===== src/rtl/gsop_pkg.sv =====
package gsop_pkg;

  // Number of extra fractional bits needed to keep N truncations under one ulp.
  function automatic int guard_bits(input int n_terms);
    return (n_terms <= 1) ? 0 : $clog2(n_terms);
  endfunction

  // Left-shift amount (negative = right shift) from a product LSB to the accumulator LSB.
  function automatic int align_shift(input int coef_lsb, input int var_lsb,
                                     input int res_lsb, input int guard);
    return coef_lsb + var_lsb - (res_lsb - guard);
  endfunction

endpackage


===== src/rtl/gsop_coef_table.sv =====
module gsop_coef_table
  import gsop_pkg::*;
#(
  parameter int N_COEF = 4,
  parameter int COEF_W = 8,
  parameter int IDX_W = 2,
  parameter int SH_W = 8,
  parameter logic [N_COEF*COEF_W-1:0] COEF_VALS = '0,
  parameter logic [N_COEF*8-1:0] COEF_LSBS = '0,
  parameter int VAR_LSB = 0,
  parameter int RES_LSB = 0,
  parameter int GUARD = 0
) (
  input  logic [IDX_W-1:0]         idx_i,
  output logic signed [COEF_W-1:0] coef_o,
  output logic signed [SH_W-1:0]   shift_o
);

  logic signed [COEF_W-1:0] coef_tab [N_COEF];
  logic signed [SH_W-1:0]   shift_tab [N_COEF];

  for (genvar e = 0; e < N_COEF; e++) begin : g_entry
    localparam logic signed [7:0] ENTRY_LSB = COEF_LSBS[e*8 +: 8];
    localparam int ENTRY_SH = align_shift(int'(ENTRY_LSB), VAR_LSB, RES_LSB, GUARD);
    assign coef_tab[e]  = COEF_VALS[e*COEF_W +: COEF_W];
    assign shift_tab[e] = SH_W'(ENTRY_SH);
  end

  always_comb begin
    coef_o  = '0;
    shift_o = '0;
    for (int e = 0; e < N_COEF; e++) begin
      if (int'(idx_i) == e) begin
        coef_o  = coef_tab[e];
        shift_o = shift_tab[e];
      end
    end
  end

endmodule


===== src/rtl/gsop_term_align.sv =====
module gsop_term_align #(
  parameter int VAR_W = 8,
  parameter int COEF_W = 8,
  parameter int ACC_W = 19,
  parameter int SH_W = 8
) (
  input  logic signed [VAR_W-1:0]  var_i,
  input  logic signed [COEF_W-1:0] coef_i,
  input  logic signed [SH_W-1:0]   shift_i,
  output logic signed [ACC_W-1:0]  term_o
);

  localparam int PW    = VAR_W + COEF_W;
  localparam int EXT_W = ACC_W + PW;

  // Place a product on the accumulator grid; right shifts floor toward minus infinity.
  function automatic logic signed [ACC_W-1:0] place_on_grid(
      input logic signed [PW-1:0] p, input logic signed [SH_W-1:0] sh);
    logic signed [EXT_W-1:0] ext;
    ext = {{(EXT_W-PW){p[PW-1]}}, p};
    if (sh >= 0) ext = ext <<< sh;
    else         ext = ext >>> (-sh);
    return ext[ACC_W-1:0];
  endfunction

  logic signed [PW-1:0] product;
  assign product = var_i * coef_i;
  assign term_o  = place_on_grid(product, shift_i);

endmodule


===== src/rtl/gsop_accum.sv =====
module gsop_accum #(
  parameter int N_TERMS = 4,
  parameter int ACC_W = 19
) (
  input  logic                    clk,
  input  logic                    rst_n,
  input  logic                    start_i,
  input  logic                    term_valid_i,
  input  logic signed [ACC_W-1:0] addend_i,
  output logic signed [ACC_W-1:0] acc_o,
  output logic                    done_o
);

  localparam int CNT_W = $clog2(N_TERMS + 1);

  logic [CNT_W-1:0] cnt_q;
  logic             open_q;
  logic             done_q;
  logic signed [ACC_W-1:0] acc_q;

  // Named events for the assertions.
  logic take_term;
  logic take_last;
  assign take_term = open_q && term_valid_i && !start_i;
  assign take_last = take_term && (cnt_q == CNT_W'(N_TERMS - 1));

  always_ff @(posedge clk or negedge rst_n) begin
    if (!rst_n) begin
      acc_q  <= '0;
      cnt_q  <= '0;
      open_q <= 1'b0;
      done_q <= 1'b0;
    end else begin
      done_q <= take_last;
      if (start_i) begin
        acc_q  <= '0;
        cnt_q  <= '0;
        open_q <= 1'b1;
      end else if (take_term) begin
        acc_q <= acc_q + addend_i;
        cnt_q <= cnt_q + 1'b1;
        if (take_last) open_q <= 1'b0;
      end
    end
  end

  assign acc_o  = acc_q;
  assign done_o = done_q;

  assert_done_pulse_R6: assert property (@(posedge clk) disable iff (!rst_n)
    done_q |=> !done_q);

  assert_done_after_last_R6: assert property (@(posedge clk) disable iff (!rst_n)
    take_last |=> (done_q && !open_q));

  assert_start_clears_R2: assert property (@(posedge clk) disable iff (!rst_n)
    start_i |=> (acc_q == '0 && open_q && !done_q));

  assert_idle_ignores_R7: assert property (@(posedge clk) disable iff (!rst_n)
    (!open_q && !start_i) |=> $stable(acc_q));

endmodule


===== src/rtl/guard_sop_unit.sv =====
module guard_sop_unit
  import gsop_pkg::*;
#(
  parameter int N_TERMS = 4,
  parameter int N_COEF = 4,
  parameter int VAR_W = 8,
  parameter int VAR_LSB = -6,
  parameter int COEF_W = 8,
  parameter logic [N_COEF*COEF_W-1:0] COEF_VALS = {8'h80, 8'h7F, 8'hB3, 8'h5A},
  parameter logic [N_COEF*8-1:0] COEF_LSBS = {8'hF8, 8'hFB, 8'hF9, 8'hFA},
  parameter int RES_MSB = 6,
  parameter int RES_LSB = -10,
  parameter int IDX_W = (N_COEF <= 1) ? 1 : $clog2(N_COEF),
  parameter int RES_W = RES_MSB - RES_LSB + 1
) (
  input  logic             clk,
  input  logic             rst_n,
  input  logic             start_i,
  input  logic             term_valid_i,
  input  logic [VAR_W-1:0] term_var_i,
  input  logic [IDX_W-1:0] term_idx_i,
  output logic [RES_W-1:0] result_o,
  output logic             done_o
);

  localparam int G     = guard_bits(N_TERMS);
  localparam int ACC_W = RES_W + G;
  localparam int SH_W  = 8;

  logic signed [COEF_W-1:0] coef;
  logic signed [SH_W-1:0]   shift;
  logic signed [ACC_W-1:0]  term_aligned;
  logic signed [ACC_W-1:0]  acc;

  gsop_coef_table #(
    .N_COEF(N_COEF), .COEF_W(COEF_W), .IDX_W(IDX_W), .SH_W(SH_W),
    .COEF_VALS(COEF_VALS), .COEF_LSBS(COEF_LSBS),
    .VAR_LSB(VAR_LSB), .RES_LSB(RES_LSB), .GUARD(G)
  ) u_table (
    .idx_i(term_idx_i), .coef_o(coef), .shift_o(shift)
  );

  gsop_term_align #(
    .VAR_W(VAR_W), .COEF_W(COEF_W), .ACC_W(ACC_W), .SH_W(SH_W)
  ) u_align (
    .var_i(term_var_i), .coef_i(coef), .shift_i(shift), .term_o(term_aligned)
  );

  gsop_accum #(
    .N_TERMS(N_TERMS), .ACC_W(ACC_W)
  ) u_accum (
    .clk(clk), .rst_n(rst_n), .start_i(start_i), .term_valid_i(term_valid_i),
    .addend_i(term_aligned), .acc_o(acc), .done_o(done_o)
  );

  // Discard the guard bits by a floor shift so negative sums stay sign-correct.
  function automatic logic [RES_W-1:0] drop_guard(input logic signed [ACC_W-1:0] a);
    logic signed [ACC_W-1:0] s;
    s = a >>> G;
    return s[RES_W-1:0];
  endfunction

  assign result_o = drop_guard(acc);

  assert_result_held_R6: assert property (@(posedge clk) disable iff (!rst_n)
    done_o |=> $stable(result_o) || $past(start_i));

endmodule


===== config.mk =====
export PLATFORM = sky130hd
export DESIGN_NAME = guard_sop_unit
export DESIGN_NICKNAME = d
export VERILOG_FILES = /design/src/rtl/gsop_pkg.sv /design/src/rtl/gsop_coef_table.sv /design/src/rtl/gsop_term_align.sv /design/src/rtl/gsop_accum.sv /design/src/rtl/guard_sop_unit.sv
export SDC_FILE = /design/constraint.sdc
export NUM_CORES = 1
export LEC_CHECK = 0
export BUFFER_PORTS_ARGS = -buffer_cell sky130_fd_sc_hd__buf_2
export CAP_MARGIN = 20
export CORE_ASPECT_RATIO = 0.5
export CORE_MARGIN = 3
export CORE_UTILIZATION = 60
export CTS_CLUSTER_SIZE = 10
export DETAILED_ROUTE_END_ITERATION = 16
export GPL_TIMING_DRIVEN = 0
export PLACE_DENSITY = 0.79
export SKIP_LAST_GASP = 1
export SYNTH_ARGS = -nofsm -noshare
export SYNTH_HDL_FRONTEND = slang
export SYNTH_SLANG_ARGS = --single-unit

===== constraint.sdc =====
create_clock -name clk -period 5.7 [get_ports clk]
set_input_delay 0.57 -clock clk [delete_from_list [all_inputs] [get_ports clk]]
set_output_delay 0.57 -clock clk [all_outputs]
set_load 0.01 [all_outputs]

==> reports/qor.csv, run 1 <==
stage,metric,value,unit
worst_setup_path,reg2reg_slack,3130,ps
clock_network,cts_made_buffers,3,
detailed_routing,via_per_inst,5.86,
synth,yosys_most_used_dff,dfrtp_1,
global_routing,antenna_found_initial,0,
detailed_routing,drt_first_pass_iters,5,
floorplan,start_util,64.3,%
cells_and_area,fin_nets,818,
worst_setup_path,r2r-end,u_accum.acc_o[18],
global_routing,grt_max_degree,25,
synth,async_flop_share,100,%
sta,setup_viol,17,
sta,finalCritPeriodShare,121,%
cells_and_area,final_cell_mix,"inv_1 (98), buf_4 (75), fa_1 (45), ha_1 (45), nor2_1 (38)",
synth,seq_area_frac_synth,12.2,%
detailed_routing,avgRoutedWirePerCell,18.1,µm
worst_setup_path,endpoint_kind,flop,
worst_setup_path,cp-start-kind,input pin,
hold_path,hold_class,in -> async,
sta,slew_viol_final,0,
clock_network,clk_pin_slew,70,ps
clock_network,cts_tree,done,
clock_network,ctsHtreeMaxLevel,1,
global_routing,grt_pass1_wl,20.9,mm
worst_setup_path,crit_required,5850,ps
status,status,"finished, violations left",
synth,synth_cells,598,
cells_and_area,multi_input_area,4260,µm²
place,port_buffers,30,
detailed_routing,drt-initial-drc-count,337,
floorplan,row_count,22,
synth,syn_nets,721,
worst_setup_path,cp_common_cell,fa_1,
cells_and_area,final_common_cell,inv_1,
sta,fmax,145,MHz
sta,max_slew_margin,50.6,%
detailed_routing,ant_nets,0,
synth,netlist_area,4900,µm²
worst_setup_path,crit_start,term_idx_i[0],
synth,synth_cell_type_count,53,
floorplan,io_pins,32,
sta,fin_skew,3.30,ps
detailed_routing,wirelength,14.5,mm
clock_network,clkSinkCount,24,
place,dp_hpwl,9.00,mm
synth,avgSynthCellArea,8.20,µm²
clock_network,insertion_delay,260,ps
detailed_routing,via_count,4698,
floorplan,die_width,134,µm
sta,finalHoldViolCount,0,
cells_and_area,diodes,0,
sta,whs,301,ps
place,gp_congestion,0.869,
worst_setup_path,worst_r2r_path_depth,11,
floorplan,die-area,9360,µm²
worst_setup_path,cp_max_fo,7,
synth,synth-edff-count,0,
cells_and_area,area_growth,32.0,%
cells_and_area,drive_gt1_share,34.7,%
flow_run,maxCapViolCount,0,
floorplan,dieHeight,69.9,µm
global_routing,track_usage,27.3,%
worst_setup_path,crit_type,in -> reg,
clock_network,clock-root-buffer,clkbuf_16,
status,violations,setup timing,
floorplan,core,7620,µm²
sta,rsz0062_at_grt,yes,
worst_setup_path,cp.arrival,7050,ps
sta,tightest_slew,741,ps
synth,yosys_warnings,0,
cells_and_area,num-fill-cells,416,
worst_setup_path,regToRegStartpoint,u_accum.acc_o[0],
global_routing,grt.overflow.total,0,
synth,ys_ff_latch,24,
clock_network,clock_path_buffers,2,
cells_and_area,fin_util,84.9,%
cells_and_area,regArea,601,µm²
sta,fin_ws,-1200,ps
global_routing,grt_pass1_vias,4463,
sta,fin_crit,6900,ps
worst_setup_path,max_stage_delay,550,ps
worst_setup_path,cp_slowest_cell,fa_1,
detailed_routing,post-route-drc-count,0,
[synth_stat cells (2+ instances only)]
cell        n  area, µm²
inv_1     110        413
nor2b_1    19        119
nand2_1    38        143
o21ai_0    24        120
mux2i_1     9       90.1
a221oi_1    2       17.5
a31oi_1     2       12.5
o211ai_1    6       45.0
o31ai_1     3       22.5
nand3b_1    5       37.5
a21o_1      9       67.6
xnor2_1    15        131
and2b_1     4       30.0
clkbuf_1   15       56.3
mux2_2      4       45.0
o31a_1      3       26.3
nor2_1     45        169
dfrtp_1    24        601
nor3_1     14       70.1
ha_1       62        776
fa_1       47        941
or3_1       2       12.5
xor2_1      9       78.8
o21a_1      7       52.6
buf_4      19        143
a21oi_1    45        225
o21bai_1    6       45.0
and2_1      8       50.1
nand3_1     5       25.0
nor3b_1     2       15.0
nand2b_1    4       25.0
a211oi_1   10       75.1
[area by class of cell]
cell class / count / area share (%)
multi-input combinational: 425 / 65.8
clock inverter: 1 / 0.464
tap: 108 / 2.09
timing repair buffer: 95 / 10.6
sequential: 24 / 9.28
buffer: 33 / 3.58
clock buffer: 3 / 1.16
inverter: 113 / 7.04
[flip-flops by register name, summed over array words and instances (netlist names)]
| name | cells |
|---|---|
| u_accum.open_q | 1 |
| u_accum.done_o | 1 |
| u_accum.cnt_q | 3 |
| u_accum.acc_o | 19 |
[routing by layer]
metal	up-vias	track usage (%)	wire length, µm
met2	245	47.4	6820
li1	2127	-	-
met1	2259	36.6	6180
met5	-	0	0
met3	67	2.59	912
met4	0	7.75	590
[per-stage QoR]
stage	setup TNS [ps]	worst slack [ps]	instances	instance area [µm²]
finish	-13610	-1200	802	6470
global route	-17170	-1390	802	6470
CTS	-10860	-1060	777	6040
detailed placement	-25460	-1950	736	5410
global placement	-24470	-1900	736	5410
floorplan	-10000	-1100	598	5130
[cell families after synthesis]
family / count (synthesis) / share of synthesized area, %
compound gates: 124 / 15.7
xor+xnor: 27 / 5.43
flops: 24 / 12.2
simple gates: 150 / 14.9
buf+inv: 149 / 13.1
mux: 15 / 3.52
fa+ha+maj: 109 / 35.0
[critical path: cells and delay by family]
family          cells  cell delay [ps]
buf+inv             8              570
fa+ha+maj           7             2950
compound gates     10             1450
simple gates        5              830
xor+xnor            1              360
mux                 1              310
[worst max-delay path by stage]
stage	end	cells past startpoint	slack [ps]
6_report	u_accum.acc_o[18]	32	-1200
5_1_grt	u_accum.acc_o[18]	32	-1390
4_1_cts	u_accum.acc_o[18]	31	-1060
3_5_place_dp	u_accum.acc_o[18]	32	-1950
3_3_place_gp	u_accum.acc_o[18]	32	-1900
2_1_floorplan	u_accum.acc_o[18]	31	-1100
[repair_timing]
action / 4_1_cts / 5_1_grt
resized for setup: 60 / 57
pin swaps: 74 / 62
setup endpoints to repair: 18 / 18
hold buffers: 0 / 0
buffers inserted: 40 / 27
Power of run 1 is not shown: default switching activity piles up to over one toggle a cycle in this logic, so the estimate is an artifact.
==> inputs of run 2 (changes only) <==
Settings changed: PLACE_DENSITY 0.79 to 0.78, SYNTH_HIERARCHICAL from default to 1.
==> reports/qor.csv, run 2 <==
stage,metric,value,unit,change
status,status,"finished, violations left",,unchanged
status,violations,setup timing,,unchanged
global_routing,grt_max_degree,25,,unchanged
worst_setup_path,reg2reg_slack,3330,ps,was 3130 ps
synth,avgSynthCellArea,7.82,µm²,was 8.20 µm²
synth,synth_area_leaders,"fa_1 (16%), ha_1 (9.8%), dfrtp_1 (8.6%)",,"was fa_1 (19%), ha_1 (16%), dfrtp_1 (12%)"
synth,synth_area_leader_cell,fa_1,,unchanged
global_routing,track_usage,33.3,%,was 27.3%
clock_network,ctsHtreeMaxLevel,1,,unchanged
place,gp_congestion,0.990,,was 0.869
synth,seq_area_frac_synth,8.59,%,was 12.2%
sta,fmax,138,MHz,was 145 MHz
floorplan,dieHeight,82.4,µm,was 69.9 µm
worst_setup_path,endpoint_kind,flop,,unchanged
worst_setup_path,cp_slowest_cell,fa_1,,unchanged
floorplan,start_util,62.6,%,was 64.3%
detailed_routing,drt-initial-drc-count,610,,was 337
cells_and_area,final_cell_mix,"nand2_1 (94), inv_1 (93), buf_4 (56)",,"was inv_1 (98), buf_4 (75), fa_1 (45), ha_1 (45), nor2_1 (38)"
floorplan,die_width,159,µm,was 134 µm
floorplan,io_pins,32,,unchanged
global_routing,use_met2,57.2,%,was 47.4%
worst_setup_path,cp.arrival,7420,ps,was 7050 ps
cells_and_area,num-fill-cells,813,,was 416
global_routing,use_met3,4.29,%,was 2.59%
synth,yosysMostFrequentCell,inv_1,,unchanged
detailed_routing,avgRoutedWirePerCell,19.5,µm,was 18.1 µm
sta,fin_skew,1.92,ps,was 3.30 ps
flow_run,maxCapViolCount,0,,unchanged
detailed_routing,ant_nets,0,,unchanged
sta,setup_viol,19,,was 17
worst_setup_path,cp_max_fo,6,,was 7
sta,fin_ws,-1570,ps,was -1200 ps
sta,tns,-23770,ps,was -13610 ps
global_routing,grt_pass1_wl,35.6,mm,was 20.9 mm
synth,syn_nets,1019,,was 721
floorplan,core,11200,µm²,was 7620 µm²
clock_network,hold_buffers,0,,unchanged
cells_and_area,final_common_cell,nand2_1,,was inv_1
worst_setup_path,regToRegStartpoint,u_accum/acc_o[0],,was u_accum.acc_o[0]
cells_and_area,drive_gt1_share,27.1,%,was 34.7%
synth,netlist_area,7000,µm²,was 4900 µm²
detailed_routing,post-route-drc-count,0,,unchanged
sta,finalCritPeriodShare,128,%,was 121%
synth,yosys_most_used_dff,dfrtp_1,,unchanged
global_routing,antenna_found_initial,0,,unchanged
worst_setup_path,crit_required,5850,ps,about the same
clock_network,clkSinkCount,24,,unchanged
global_routing,grt.overflow.total,0,,unchanged
synth,async_flop_share,100,%,unchanged
floorplan,die-area,13100,µm²,was 9360 µm²
synth,synth_cells,894,,was 598
sta,tightest_slew,1040,ps,was 741 ps
clock_network,clk_pin_slew,70,ps,about the same
clock_network,cts_tree,done,,unchanged
clock_network,insertion_delay,260,ps,about the same
global_routing,grt.busiest_layer,met2,,unchanged
sta,fin_crit,7270,ps,was 6900 ps
detailed_routing,via_per_inst,6.34,,was 5.86
synth,ys_ff_latch,24,,unchanged
clock_network,cts_made_buffers,3,,unchanged
clock_network,clock-root-buffer,clkbuf_16,,unchanged
detailed_routing,drt_first_pass_iters,6,,was 5
cells_and_area,largest_reg_flops,19,,unchanged
worst_setup_path,worst_r2r_path_depth,8,,was 11
cells_and_area,fin_nets,1100,,was 818
sta,rsz0062_at_grt,yes,,unchanged
sta,max_slew_margin,29.7,%,was 50.6%
worst_setup_path,max_stage_delay,530,ps,was 550 ps
detailed_routing,via_count,7179,,was 4698
synth,synth_cell_type_count,88,,was 53
synth,synthTopCellsByCount,"inv_1 (105), nand2_1 (97), fa_1 (56)",,"was inv_1 (110), ha_1 (62), fa_1 (47)"
global_routing,grt_pass1_vias,7001,,was 4463
worst_setup_path,r2r-end,u_accum/acc_o[18],,was u_accum.acc_o[18]
hold_path,hold_class,in -> async,,unchanged
synth,synth-edff-count,0,,unchanged
synth,yosys_warnings,6,,was 0
worst_setup_path,crit_type,in -> reg,,unchanged
worst_setup_path,cp-start-kind,input pin,,unchanged
cells_and_area,diodes,0,,unchanged
floorplan,row_count,27,,was 22
sta,slew_viol_final,0,,unchanged
sta,finalHoldViolCount,0,,unchanged
place,port_buffers,31,,was 30
detailed_routing,wirelength,22.1,mm,was 14.5 mm
cells_and_area,area_growth,23.8,%,was 32.0%
synth,synth_top_cell_area_share,16.0,%,was 19.2%
clock_network,clock_path_buffers,2,,unchanged
place,dp_hpwl,15.7,mm,was 9.00 mm
worst_setup_path,cp_common_cell,fa_1,,unchanged
global_routing,grt_util_met1,44.0,%,was 36.6%
[run 2: cell count changes in the layout (fill, tap and decap cells not counted), moves of 10 or more]
cell,before,now
a21oi_1,20,37
nand3_1,3,19
ha_1,45,35
and2_1,6,46
nand2_1,35,94
clkbuf_1,13,25
buf_4,75,56
[run 2: layout make-up]
class / count / area (µm²) / area share, %
multi-input combinational: 710 / 6510 / 75.1
sequential: 24 / 601 / 6.93
timing repair buffer: 80 / 564 / 6.51
inverter: 106 / 408 / 4.71
buffer: 50 / 278 / 3.21
tap: 159 / 199 / 2.30
clock buffer: 3 / 75.1 / 0.867
clock inverter: 1 / 30.0 / 0.347
[run 2: through the flow]
step / area [µm²] / std cells / utilization [%] / setup WS (ps) / hold slack [ps]
floorplan: 7130 / 894 / - / -1330 / 274
global placement: 7490 / 1084 / 67.0 / -2250 / 491
detailed placement: 7490 / 1084 / 67.0 / -2260 / 517
CTS: 8410 / 1129 / 75.2 / -1460 / 318
global route: 8660 / 1133 / 77.5 / -1790 / 329
finish: 8660 / 1133 / 77.5 / -1570 / 296
[run 2: worst max path at each step]
| stage | start | to | slack (ps) | depth (start not counted) |
|---|---|---|---|---|
| after global placement | term_idx_i[0] | u_accum/acc_o[17] | -2250 | 30 |
| after floorplan | term_idx_i[0] | u_accum/acc_o[18] | -1330 | 29 |
| after detailed placement | term_idx_i[0] | u_accum/acc_o[17] | -2260 | 30 |
| after CTS | term_idx_i[1] | u_accum/acc_o[18] | -1460 | 31 |
| final | term_idx_i[1] | u_accum/acc_o[18] | -1570 | 31 |
| after global routing | term_idx_i[1] | u_accum/acc_o[17] | -1790 | 30 |
[run 2: repair_timing]
action	4_1_cts	5_1_grt
buffers inserted	44	6
pin swaps	89	46
endpoints found under the setup margin	19	19
resized for setup	111	53
[run 2: logic make-up (layout without fill, tap and decap cells)]
group	after synthesis	in the layout	share of synthesized area, %
simple gates	299	299	21.5
compound gates	243	243	25.1
buf+inv	160	240	9.84
fa+ha+maj	111	111	25.9
mux	31	31	5.87
xor+xnor	26	26	3.26
flops	24	24	8.59
[run 2: worst max-delay path: cells and delay by family]
kind,cells,cell delay [ps]
buffers and inverters,7,460
AOI/OAI and AO/OA,11,2450
and+or+nand+nor,4,680
adders and majority gates,8,3020
muxes,1,230
[run 2: per-layer routing]
metal | wire length (µm) | vias to the layer above
met2 | 10300 | 350
met4 | 785 | 0
met3 | 1560 | 73
met1 | 9460 | 3428
li1 | - | 3328
met5 | 0 | -
Power of run 2 is left out for the same reason.
==> inputs of run 3 (changes only) <==
Settings changed: BUFFER_PORTS_ARGS -buffer_cell sky130_fd_sc_hd__buf_2 to -buffer_cell sky130_fd_sc_hd__buf_4.
==> reports/qor.csv, run 3 (synthesis gave the netlist of run 2 again) <==
stage,metric,value,unit,change
status,status,"finished, violations left",,unchanged
status,violations,setup timing,,unchanged
clock_network,clk_pin_slew,70,ps,about the same
sta,slew_viol_final,0,,unchanged
sta,fin_skew,9.10,ps,was 1.92 ps
sta,setup_viol,19,,unchanged
detailed_routing,wirelength,22.9,mm,was 22.1 mm
clock_network,clock_path_buffers,2,,unchanged
floorplan,dieHeight,82.4,µm,unchanged
floorplan,die_width,159,µm,unchanged
place,dp_hpwl,16.3,mm,was 15.7 mm
floorplan,core,11200,µm²,unchanged
detailed_routing,drt-initial-drc-count,568,,was 610
global_routing,grt_pass1_vias,7142,,was 7001
worst_setup_path,cp.arrival,7640,ps,was 7420 ps
cells_and_area,final_common_cell,inv_1,,was nand2_1
cells_and_area,fin_nets,1099,,was 1100
global_routing,grt.overflow.total,0,,unchanged
sta,finalCritPeriodShare,131,%,was 128%
cells_and_area,drive_gt1_share,23.5,%,was 27.1%
worst_setup_path,cp_common_cell,fa_1,,unchanged
place,dpl-instance-area,7560,µm²,was 7490 µm²
sta,whs,204,ps,was 296 ps
global_routing,antenna_found_initial,0,,unchanged
detailed_routing,drt_first_pass_iters,5,,was 6
detailed_routing,ant_nets,0,,unchanged
worst_setup_path,cp-start-kind,input pin,,unchanged
worst_setup_path,endpoint_kind,flop,,unchanged
cells_and_area,largest_reg_flops,19,,unchanged
global_routing,track_usage,33.9,%,was 33.3%
detailed_routing,avgRoutedWirePerCell,20.2,µm,was 19.5 µm
flow_run,maxCapViolCount,0,,unchanged
cells_and_area,num-fill-cells,814,,was 813
cells_and_area,area_growth,21.1,%,was 23.8%
cells_and_area,final_cell_mix,"inv_1 (98), nand2_1 (92), buf_4 (87)",,"was nand2_1 (94), inv_1 (93), buf_4 (56)"
clock_network,cts_tree,done,,unchanged
floorplan,die-area,13100,µm²,unchanged
worst_setup_path,cp_max_fo,7,,was 6
global_routing,grt_max_degree,25,,unchanged
floorplan,row_count,27,,unchanged
clock_network,ctsHtreeMaxLevel,1,,unchanged
worst_setup_path,crit_required,5900,ps,was 5850 ps
cells_and_area,diodes,0,,unchanged
global_routing,grt_pass1_wl,36.2,mm,was 35.6 mm
floorplan,io_pins,32,,unchanged
detailed_routing,via_count,7370,,was 7179
sta,fmax,134,MHz,was 138 MHz
cells_and_area,final_cell_area,8470,µm²,was 8660 µm²
detailed_routing,post-route-drc-count,0,,unchanged
worst_setup_path,cp_slowest_cell,fa_1,,unchanged
sta,max_slew_margin,30.0,%,was 29.7%
sta,fin_ws,-1740,ps,was -1570 ps
detailed_routing,via_per_inst,6.51,,was 6.34
clock_network,clock-root-buffer,clkbuf_16,,unchanged
sta,finalHoldViolCount,0,,unchanged
clock_network,hold_buffers,0,,unchanged
clock_network,clkSinkCount,24,,unchanged
worst_setup_path,max_stage_delay,590,ps,was 530 ps
clock_network,cts_made_buffers,3,,unchanged
worst_setup_path,crit_type,in -> reg,,unchanged
place,port_buffers,31,,unchanged
place,gp_congestion,0.991,,was 0.990
hold_path,hold_class,in -> async,,unchanged
clock_network,insertion_delay,270,ps,was 260 ps
floorplan,start_util,62.6,%,unchanged
sta,tightest_slew,1040,ps,about the same
sta,rsz0062_at_grt,yes,,unchanged
sta,tns,-26020,ps,was -23770 ps
sta,fin_crit,7440,ps,was 7270 ps
run 3: cell types whose count changed in the layout (fill, tap and decap cells not counted), moves of 4 or more:
cell / change
a21oi_1: +11
a21oi_2: -10
buf_2: -30
buf_4: +31
ha_2: +4
ha_4: -6
inv_1: +5
inv_2: -4
xnor2_2: -4
run 3: layout make-up:
cell class | instances | area [µm²] | area share [%]
inverters | 106 | 405 | 4.79
multi-input cells | 710 | 6260 | 73.9
flip-flops and latches | 24 | 601 | 7.09
clock buffers | 3 | 75.1 | 0.886
well taps | 159 | 199 | 2.35
repair buffers | 79 | 624 | 7.37
clock inverters | 1 | 30.0 | 0.355
plain buffers | 50 | 280 | 3.31
run 3: critical path, delay by kind of cell:
family                     cells  cell delay [ps]
AOI/OAI and AO/OA             12             2920
adders and majority gates      7             2680
buffers and inverters          6              540
muxes                          2              680
and+or+nand+nor                2              230
run 3: final timing paths:
path	cells past startpoint	endpoint	start	slack (ps)
min in group clk	2	u_accum/open_q	u_accum/open_q	540
max in group asynchronous	1	u_accum/acc_o[8]	rst_n	5250
min	1	u_accum/open_q	rst_n	200
max	29	u_accum/acc_o[18]	term_idx_i[0]	-1740
max reg2reg	8	u_accum/acc_o[18]	u_accum/acc_o[0]	3380
min reg2reg	2	u_accum/open_q	u_accum/open_q	540
run 3: what timing repair did:
| action | in CTS | in global routing |
|---|---|---|
| buffers inserted | 38 | 10 |
| cloned | 0 | 0 |
| gates resized for setup | 74 | 38 |
| pin swaps | 55 | 39 |
| endpoints found under the setup margin | 19 | 19 |
run 3: metrics by stage:
stage	setup WS [ps]	util, %	std cells
after floorplan	-1330	-	894
after global placement	-2360	67.7	1084
after detailed placement	-2370	67.7	1084
after CTS	-1570	73.7	1123
after global routing	-1920	75.8	1132
final	-1740	75.8	1132
run 3: routing by layer:
metal | GRT usage, % | wire length (µm)
met1 | 43.4 | 9480
met2 | 61.1 | 10900
met3 | 3.49 | 1630
met4 | 12.4 | 894
met5 | 0 | 0
Power of run 3 is left out for the same reason.
